### config.mk
export PLATFORM = sky130hd
export DESIGN_NAME = tod_keeper
export DESIGN_NICKNAME = d
export VERILOG_FILES = /design/src/rtl/tod_pkg.sv /design/src/rtl/tod_second_gen.sv /design/src/rtl/tod_calendar.sv /design/src/rtl/tod_encode.sv /design/src/rtl/tod_decode.sv /design/src/rtl/tod_keeper.sv
export SDC_FILE = /design/constraint.sdc
export NUM_CORES = 1
export LEC_CHECK = 0
export CAP_MARGIN = 20
export CORE_MARGIN = 4
export CORE_UTILIZATION = 61
export DETAILED_ROUTE_END_ITERATION = 10
export PLACE_DENSITY_LB_ADDON = 0.15
export SLEW_MARGIN = 10
export SYNTH_ARGS = -nofsm -noshare
export SYNTH_HDL_FRONTEND = slang
export SYNTH_SLANG_ARGS = --single-unit
### constraint.sdc
create_clock -name clk -period 6 [get_ports clk]
set_clock_uncertainty 0.2 [all_clocks]
set_input_delay 0.6 -clock clk [delete_from_list [all_inputs] [get_ports clk]]
set_output_delay 0.6 -clock clk [all_outputs]
set_load 0.03 [all_outputs]
### src/rtl/tod_pkg.sv
package tod_pkg;

  localparam int unsigned NFIELD = 7;
  localparam int unsigned FIDX_W = 3;

  localparam logic [3:0] ADR_SEC  = 4'h0;
  localparam logic [3:0] ADR_MIN  = 4'h2;
  localparam logic [3:0] ADR_HR   = 4'h4;
  localparam logic [3:0] ADR_WDAY = 4'h6;
  localparam logic [3:0] ADR_MDAY = 4'h7;
  localparam logic [3:0] ADR_MON  = 4'h8;
  localparam logic [3:0] ADR_YR   = 4'h9;
  localparam logic [3:0] ADR_DIV  = 4'hA;
  localparam logic [3:0] ADR_CTL  = 4'hB;
  localparam logic [3:0] ADR_VLD  = 4'hD;

  localparam int unsigned F_SEC  = 0;
  localparam int unsigned F_MIN  = 1;
  localparam int unsigned F_HR   = 2;
  localparam int unsigned F_WDAY = 3;
  localparam int unsigned F_MDAY = 4;
  localparam int unsigned F_MON  = 5;
  localparam int unsigned F_YR   = 6;

  localparam int unsigned CTL_SET  = 7;
  localparam int unsigned CTL_UIE  = 4;
  localparam int unsigned CTL_BIN  = 2;
  localparam int unsigned CTL_H24  = 1;

  localparam logic [2:0] DIV_RUN = 3'b010;

  typedef struct packed {
    logic [6:0] yr;
    logic [3:0] mon;
    logic [4:0] mday;
    logic [2:0] wday;
    logic [4:0] hr;
    logic [5:0] min;
    logic [5:0] sec;
  } cal_t;

  typedef logic [NFIELD-1:0][7:0] vis_t;

  function automatic logic [7:0] val_to_code(input logic [6:0] v, input logic bin);
    logic [6:0] tens;
    logic [6:0] ones;
    tens = v / 7'd10;
    ones = v - tens * 7'd10;
    if (bin) return {1'b0, v};
    return {tens[3:0], ones[3:0]};
  endfunction

  function automatic logic [6:0] code_to_val(input logic [7:0] b, input logic bin);
    logic [7:0] t;
    if (bin) t = b;
    else t = {4'd0, b[7:4]} * 8'd10 + {4'd0, b[3:0]};
    return t[6:0];
  endfunction

  function automatic logic [4:0] month_days(input logic [3:0] mon, input logic [6:0] yr);
    case (mon)
      4'd2:                       return (yr[1:0] == 2'b00) ? 5'd29 : 5'd28;
      4'd4, 4'd6, 4'd9, 4'd11:    return 5'd30;
      default:                    return 5'd31;
    endcase
  endfunction

  function automatic logic [FIDX_W:0] addr_field(input logic [3:0] a);
    case (a)
      ADR_SEC:  return {1'b1, 3'd0};
      ADR_MIN:  return {1'b1, 3'd1};
      ADR_HR:   return {1'b1, 3'd2};
      ADR_WDAY: return {1'b1, 3'd3};
      ADR_MDAY: return {1'b1, 3'd4};
      ADR_MON:  return {1'b1, 3'd5};
      ADR_YR:   return {1'b1, 3'd6};
      default:  return {1'b0, 3'd0};
    endcase
  endfunction

endpackage

### src/rtl/tod_second_gen.sv
module tod_second_gen #(
  parameter int unsigned TICKS_PER_SEC = 32768,
  parameter int unsigned UPDATE_CYCLES = 32440
) (
  input  logic clk,
  input  logic rst_n,
  input  logic run_i,
  output logic start_o,
  output logic fin_o
);
  localparam int unsigned CW = (TICKS_PER_SEC > 1) ? $clog2(TICKS_PER_SEC) : 1;
  localparam int unsigned WW = (UPDATE_CYCLES > 1) ? $clog2(UPDATE_CYCLES) : 1;
  localparam logic [CW-1:0] CMAX = CW'(TICKS_PER_SEC - 1);
  localparam logic [WW-1:0] WMAX = WW'(UPDATE_CYCLES - 1);

  logic [CW-1:0] cnt;
  logic [WW-1:0] wcnt;
  logic          busy;
  logic          tick;

  assign tick    = (cnt == CMAX);
  assign start_o = tick && run_i;
  assign fin_o   = busy && (wcnt == '0);

  always_ff @(posedge clk or negedge rst_n) begin
    if (!rst_n) cnt <= '0;
    else if (tick) cnt <= '0;
    else cnt <= cnt + 1'b1;
  end

  always_ff @(posedge clk or negedge rst_n) begin
    if (!rst_n) begin
      busy <= 1'b0;
      wcnt <= '0;
    end else if (start_o) begin
      busy <= 1'b1;
      wcnt <= WMAX;
    end else if (fin_o) begin
      busy <= 1'b0;
    end else if (busy) begin
      wcnt <= wcnt - 1'b1;
    end
  end

  initial begin
    if (UPDATE_CYCLES < 1 || UPDATE_CYCLES >= TICKS_PER_SEC)
      $error("update window must be shorter than one second");
  end

  AST_IDLE_STAYS_IDLE: assert property (@(posedge clk) disable iff (!rst_n)
    (!run_i && !busy) |=> !busy);
  AST_FIN_ENDS_WINDOW: assert property (@(posedge clk) disable iff (!rst_n)
    fin_o |=> !fin_o);
endmodule

### src/rtl/tod_calendar.sv
module tod_calendar
  import tod_pkg::*;
(
  input  logic clk,
  input  logic rst_n,
  input  logic load_i,
  input  cal_t load_val_i,
  input  logic step_i,
  output cal_t cal_o
);
  cal_t cur;
  cal_t nxt;
  logic [4:0] dim;

  assign dim   = month_days(cur.mon, cur.yr);
  assign cal_o = cur;

  always_comb begin
    nxt = cur;
    if (cur.sec >= 6'd59) begin
      nxt.sec = '0;
      if (cur.min >= 6'd59) begin
        nxt.min = '0;
        if (cur.hr >= 5'd23) begin
          nxt.hr = '0;
          nxt.wday = (cur.wday >= 3'd7) ? 3'd1 : cur.wday + 3'd1;
          if (cur.mday >= dim) begin
            nxt.mday = 5'd1;
            if (cur.mon >= 4'd12) begin
              nxt.mon = 4'd1;
              nxt.yr  = (cur.yr >= 7'd99) ? 7'd0 : cur.yr + 7'd1;
            end else begin
              nxt.mon = cur.mon + 4'd1;
            end
          end else begin
            nxt.mday = cur.mday + 5'd1;
          end
        end else begin
          nxt.hr = cur.hr + 5'd1;
        end
      end else begin
        nxt.min = cur.min + 6'd1;
      end
    end else begin
      nxt.sec = cur.sec + 6'd1;
    end
  end

  always_ff @(posedge clk or negedge rst_n) begin
    if (!rst_n) begin
      cur <= '{yr: 7'd0, mon: 4'd1, mday: 5'd1, wday: 3'd1, hr: 5'd0, min: 6'd0, sec: 6'd0};
    end else if (load_i) begin
      cur <= load_val_i;
    end else if (step_i) begin
      cur <= nxt;
    end
  end

  AST_LOAD_WINS: assert property (@(posedge clk) disable iff (!rst_n)
    load_i |=> (cur == $past(load_val_i)));
endmodule

### src/rtl/tod_encode.sv
module tod_encode
  import tod_pkg::*;
(
  input  cal_t cal_i,
  input  logic bin_i,
  input  logic h24_i,
  output vis_t code_o
);
  logic [NFIELD-1:0][6:0] fv;
  logic                   pm;
  logic [6:0]             h12;

  assign fv[F_SEC]  = {1'b0, cal_i.sec};
  assign fv[F_MIN]  = {1'b0, cal_i.min};
  assign fv[F_HR]   = {2'b0, cal_i.hr};
  assign fv[F_WDAY] = {4'b0, cal_i.wday};
  assign fv[F_MDAY] = {2'b0, cal_i.mday};
  assign fv[F_MON]  = {3'b0, cal_i.mon};
  assign fv[F_YR]   = cal_i.yr;

  assign pm  = (cal_i.hr >= 5'd12);
  assign h12 = pm ? fv[F_HR] - 7'd12 : fv[F_HR];

  for (genvar i = 0; i < NFIELD; i++) begin : g_fld
    if (i == F_HR) begin : g_hr
      assign code_o[i] = h24_i ? val_to_code(fv[i], bin_i)
                               : (val_to_code(h12, bin_i) | {pm, 7'd0});
    end else begin : g_plain
      assign code_o[i] = val_to_code(fv[i], bin_i);
    end
  end
endmodule

### src/rtl/tod_decode.sv
module tod_decode
  import tod_pkg::*;
(
  input  vis_t code_i,
  input  logic bin_i,
  input  logic h24_i,
  output cal_t cal_o
);
  logic [NFIELD-1:0][6:0] fv;
  logic [6:0]             hraw;
  logic [6:0]             hr;

  for (genvar i = 0; i < NFIELD; i++) begin : g_fld
    assign fv[i] = code_to_val(code_i[i], bin_i);
  end

  assign hraw = code_to_val({1'b0, code_i[F_HR][6:0]}, bin_i);
  assign hr   = h24_i ? fv[F_HR] : (code_i[F_HR][7] ? hraw + 7'd12 : hraw);

  assign cal_o.sec  = fv[F_SEC][5:0];
  assign cal_o.min  = fv[F_MIN][5:0];
  assign cal_o.hr   = hr[4:0];
  assign cal_o.wday = fv[F_WDAY][2:0];
  assign cal_o.mday = fv[F_MDAY][4:0];
  assign cal_o.mon  = fv[F_MON][3:0];
  assign cal_o.yr   = fv[F_YR];
endmodule

### src/rtl/tod_keeper.sv
module tod_keeper
  import tod_pkg::*;
#(
  parameter int unsigned TICKS_PER_SEC = 32768,
  parameter int unsigned UPDATE_CYCLES = 32440
) (
  input  logic       clk,
  input  logic       rst_n,
  input  logic [3:0] reg_addr,
  input  logic       reg_wr,
  input  logic [7:0] reg_wdata,
  output logic [7:0] reg_rdata,
  output logic       upd_done,
  output logic       upd_irq
);
  localparam logic [7:0] DIV_RST = 8'h26;
  localparam logic [7:0] CTL_RST = 8'h02;
  localparam logic [7:0] VLD_VAL = 8'h80;

  logic [6:0] div_q;
  logic       uip;
  logic [7:0] ctl_q;
  vis_t       vis;
  vis_t       vis_n;
  vis_t       enc;
  cal_t       cal;
  cal_t       dec;

  logic [FIDX_W:0] wsel;
  logic            wr_time;
  logic            wr_div;
  logic            wr_ctl;
  logic [7:0]      ctl_n;
  logic            load;
  logic            run;
  logic            start;
  logic            fin;
  logic            done_q;
  logic            irq_q;

  assign wsel    = addr_field(reg_addr);
  assign wr_time = reg_wr && wsel[FIDX_W];
  assign wr_div  = reg_wr && (reg_addr == ADR_DIV);
  assign wr_ctl  = reg_wr && (reg_addr == ADR_CTL);
  assign run     = (div_q[6:4] == DIV_RUN);

  always_comb begin
    ctl_n = ctl_q;
    if (wr_ctl) begin
      ctl_n = reg_wdata;
      if (reg_wdata[CTL_SET]) ctl_n[CTL_UIE] = 1'b0;
    end
  end

  always_comb begin
    vis_n = vis;
    if (wr_time) vis_n[wsel[FIDX_W-1:0]] = reg_wdata;
  end

  assign load = (wr_time && !ctl_q[CTL_SET]) ||
                (wr_ctl && !reg_wdata[CTL_SET] && ctl_q[CTL_SET]);

  tod_second_gen #(
    .TICKS_PER_SEC(TICKS_PER_SEC),
    .UPDATE_CYCLES(UPDATE_CYCLES)
  ) u_sec (
    .clk     (clk),
    .rst_n   (rst_n),
    .run_i   (run),
    .start_o (start),
    .fin_o   (fin)
  );

  tod_decode u_dec (
    .code_i (vis_n),
    .bin_i  (ctl_n[CTL_BIN]),
    .h24_i  (ctl_n[CTL_H24]),
    .cal_o  (dec)
  );

  tod_calendar u_cal (
    .clk        (clk),
    .rst_n      (rst_n),
    .load_i     (load),
    .load_val_i (dec),
    .step_i     (start && !load),
    .cal_o      (cal)
  );

  tod_encode u_enc (
    .cal_i  (cal),
    .bin_i  (ctl_q[CTL_BIN]),
    .h24_i  (ctl_q[CTL_H24]),
    .code_o (enc)
  );

  always_ff @(posedge clk or negedge rst_n) begin
    if (!rst_n) begin
      vis <= {8'h00, 8'h01, 8'h01, 8'h01, 8'h00, 8'h00, 8'h00};
    end else begin
      if (fin && !ctl_q[CTL_SET]) vis <= enc;
      if (wr_time) vis[wsel[FIDX_W-1:0]] <= reg_wdata;
    end
  end

  always_ff @(posedge clk or negedge rst_n) begin
    if (!rst_n) begin
      div_q <= DIV_RST[6:0];
      uip   <= DIV_RST[7];
      ctl_q <= CTL_RST;
    end else begin
      if (wr_div) div_q <= reg_wdata[6:0];
      ctl_q <= ctl_n;
      if (wr_ctl && reg_wdata[CTL_SET]) uip <= 1'b0;
      else if (fin) uip <= 1'b0;
      else if (start && !ctl_q[CTL_SET]) uip <= 1'b1;
    end
  end

  always_ff @(posedge clk or negedge rst_n) begin
    if (!rst_n) begin
      done_q <= 1'b0;
      irq_q  <= 1'b0;
    end else begin
      done_q <= fin;
      irq_q  <= fin && ctl_q[CTL_UIE];
    end
  end

  assign upd_done = done_q;
  assign upd_irq  = irq_q;

  always_comb begin
    reg_rdata = 8'h00;
    if (wsel[FIDX_W]) reg_rdata = vis[wsel[FIDX_W-1:0]];
    else begin
      case (reg_addr)
        ADR_DIV: reg_rdata = {uip, div_q};
        ADR_CTL: reg_rdata = ctl_q;
        ADR_VLD: reg_rdata = VLD_VAL;
        default: reg_rdata = 8'h00;
      endcase
    end
  end

  AST_UIP_READ_ONLY: assert property (@(posedge clk) disable iff (!rst_n)
    (wr_div && !start && !fin) |=> (uip == $past(uip)));
  AST_SET_CLEARS_UIP: assert property (@(posedge clk) disable iff (!rst_n)
    (wr_ctl && reg_wdata[CTL_SET]) |=> (!uip && !ctl_q[CTL_UIE]));
  AST_SET_FREEZES: assert property (@(posedge clk) disable iff (!rst_n)
    (ctl_q[CTL_SET] && !reg_wr) |=> $stable(vis));
  AST_NO_UIP_IN_SET: assert property (@(posedge clk) disable iff (!rst_n)
    (ctl_q[CTL_SET] && !uip) |=> !uip);
  AST_DONE_ONE_CLOCK: assert property (@(posedge clk) disable iff (!rst_n)
    upd_done |=> !upd_done);
  AST_IRQ_WITH_DONE: assert property (@(posedge clk) disable iff (!rst_n)
    upd_irq |-> upd_done);
endmodule

==> flow_summary.toml <==
[run_status]
status = "finished, violations left"
violations = "hold timing"

[grt]
met2_usage_pct = 53.1
grtUsageMet1_pct = 46.7
busiest_layer = "met2"
grt_pass1_vias = 10600
grt_pass1_wl_um = 58100
grt_use_total_pct = 33.6
use_met3_pct = 5.89
antenna_found_initial = 1
overflow = 0
grt_max_degree = 79

[clocking]
clk_pin_slew_ns = 0.06
postCtsSetupBuffers = 0
cts_buffers = 17
clk_latency_ns = 0.44
cts_resized = 0
hold_buffers = 0
tritoncts = "done"
h-tree-depth = 4
cts.sinks = 141
clock_path_buffers = 2
root_buffer = "clkbuf_16"

[routing]
wl_per_cell_um = 21.0
wl_um = 35700
ant_nets = 0
drtPass1Iterations = 5
drc_errors = 0
vias = 11100
vias_per_cell = 6.55
dr.first_iter.drc_count = 1120

[power]
p_leak_nw = 5.63
powerDensity_nw_per_um2 = 445
irDropWorstVdd_mv = 0.317

[floorplan]
dieArea_um2 = 21700
core_um2 = 18900
fp.dieH_um = 147
num_rows = 50
start_util_pct = 62.7
die_x_um = 147
pin_count = 25

[setup_path]
crit_fanout = 22
max_stage_delay_ns = 0.86
arrival_ns = 4.17
cpMaxStageDelayCell = "clkdlybuf4s50_1"
cp_num_buf_inv = 2
crit_top_cell = "clkdlybuf4s50_1"
crit_chain = "clkdlybuf4s50_1, or2_2, o31ai_1, a221oi_1, o22ai_1, clkdlybuf4s50_1"
rr_worst_depth = 16
critPathLaunchType = "input pin"
r2r-end = "vis[50]$_DFF_PN0_"
reg2reg_from = "u_cal.cal_o[34]$_DFFE_PN0P_"
worstPathRequired_ns = 5.20
crit_path_end_kind = "primary output"
critical_path_class = "input pin to primary output"
r2r_setup_slack_ns = 1.38
critical-path-top-delay-family = "buffers and inverters"

[yosys]
syn_avg_cell_area_um2 = 8.12
synth_nets = 1560
async_flop_share_pct = 100
synth-edff-count = 0
synthFlopType = "dfrtp_1"
yosysUniqueCellTypes = 82
ys_seq_area_share_pct = 29.9
synth_warnings = 0
synth_cells = 1459
synth_area_um2 = 11900
ys_ff_latch = 141

[sta]
rsz0062_at_grt = "no"
hold_viol = 10
slew_headroom_pct = 23.8
period_share_pct = 82.8
finalSetupViolCount = 0
period_needed_ns = 4.97
drv_slew = 0
hold_slack_ns = -0.0230
final.setup.worst_slack_ns = 1.03
setup_tns_ns = 0
fmax_mhz = 201
max_slew.worst_pin.slew_ns = 1.14

[place]
dpl.hpwl_um = 25100
port_buffers = 24
post-place-ws_ns = 1.02
place.gp.congestion = 1.00

[job]
maxCapViolCount = 0

[finish]
finalNetCount = 1529
drive_gt1_share_pct = 8.33
syn_to_final_growth_pct = 8.06

[hold_path]
hp-class = "input pin to asynchronous set/reset pin"
[worst max path at each step]
| stage | from | to | depth (start not counted) |
|---|---|---|---|
| final | reg_addr[0] | reg_rdata[1] | 6 |
| after global routing | reg_addr[0] | reg_rdata[1] | 6 |
| after CTS | reg_addr[0] | reg_rdata[1] | 6 |
| after detailed placement | reg_addr[0] | u_cal.cal_o[35]$_DFFE_PN0P_ | 15 |
| after global placement | reg_addr[3] | u_cal.cal_o[35]$_DFFE_PN0P_ | 15 |
| after floorplan | u_cal.cal_o[14]$_DFFE_PN0P_ | vis[19]$_DFF_PN0_ | 16 |
[cells in the mapped netlist, drive strengths merged (16+ instances only)]
cell type	n	share of area, %
nand2	174	5.5
dfrtp	131	28
a21oi	120	5.1
nor2	114	3.6
o21ai	97	4.1
clkbuf	76	2.4
ha	74	7.8
inv	67	2.1
mux2i	44	3.7
nand3	39	1.6
xnor2	36	2.7
mux2	27	2.6
a31oi	26	1.4
nor3	26	1.1
o22ai	24	1.3
nor2b	23	1.2
nand2b	22	1.2
xor2	22	1.6
buf	20	0.89
a211oi	16	1.1
and3	16	0.84
[registers in the layout, summed over array words and instances (netlist names)]
register / count
u_sec.wcnt: 15
upd_done: 1
upd_irq: 1
u_sec.cnt: 15
u_cal.cal_o: 36
uip: 1
vis: 56
ctl_q: 8
u_sec.busy: 1
div_q: 7
[logic make-up (layout without fill, tap and decap cells)]
kind of cell,Yosys count,after routing,share of synthesized area (%)
simple gates,514,514,21.3
compound gates,421,421,22.7
buf+inv,164,146,5.45
flops,141,141,29.9
fa+ha+maj,90,90,10.2
mux,71,71,6.28
xor+xnor,58,58,4.29
other cells,0,1,0
[layer usage]
metal  vias up  share of wire, %
li1       5201                 -
met2       505                46
met4         0               3.3
met3        86               7.9
met1      5350                42
met5         -                 0
[cell type report]
type	count	area, µm²
tap	260	325
sequential	141	3540
multi-input combinational	1154	7670
inverter	68	255
antenna	1	2.50
timing repair buffer	46	410
clock inverter	13	166
clock buffer	19	433
fill	1622	6090
[per-stage QoR]
step | std cells | hold WS, ns | util [%] | power [mW] | cell area, µm²
finish | 1702 | -0.0230 | 67.8 | 5.70 | 12800
global route | 1701 | 0.0404 | 67.8 | 6.18 | 12800
CTS | 1700 | 0.0194 | 67.7 | 5.65 | 12800
floorplan | 1459 | 0.104 | - | 3.79 | 11900
global placement | 1668 | 0.261 | 64.5 | 4.44 | 12200
detailed placement | 1668 | 0.272 | 64.5 | 4.51 | 12200
[cells in the final DEF (no fill, tap or decap), types with 12 or more instances in the layout]
master / count
o211ai_1: 13
ha_1: 74
or3_1: 13
nand2_1: 174
nor2b_1: 23
nor2_1: 113
o22ai_1: 24
nand3_1: 39
and3_1: 16
clkdlybuf4s50_1: 23
nor3_1: 25
xor2_1: 22
buf_4: 21
fa_1: 12
nand2b_1: 22
clkbuf_16: 17
a211oi_1: 14
dfrtp_1: 130
a21o_1: 15
mux2i_1: 44
a21oi_1: 118
mux2_2: 27
o21ai_0: 89
and2_1: 13
xnor2_1: 36
o21a_1: 13
a31oi_1: 26
inv_1: 67
[report_power, final]
group	internal (mW)	switching, mW
Clock	0.657	0.454
Sequential	1.18	0.443
Combinational	1.29	1.67
No activity file was read; power rests on OpenSTA's default activity.
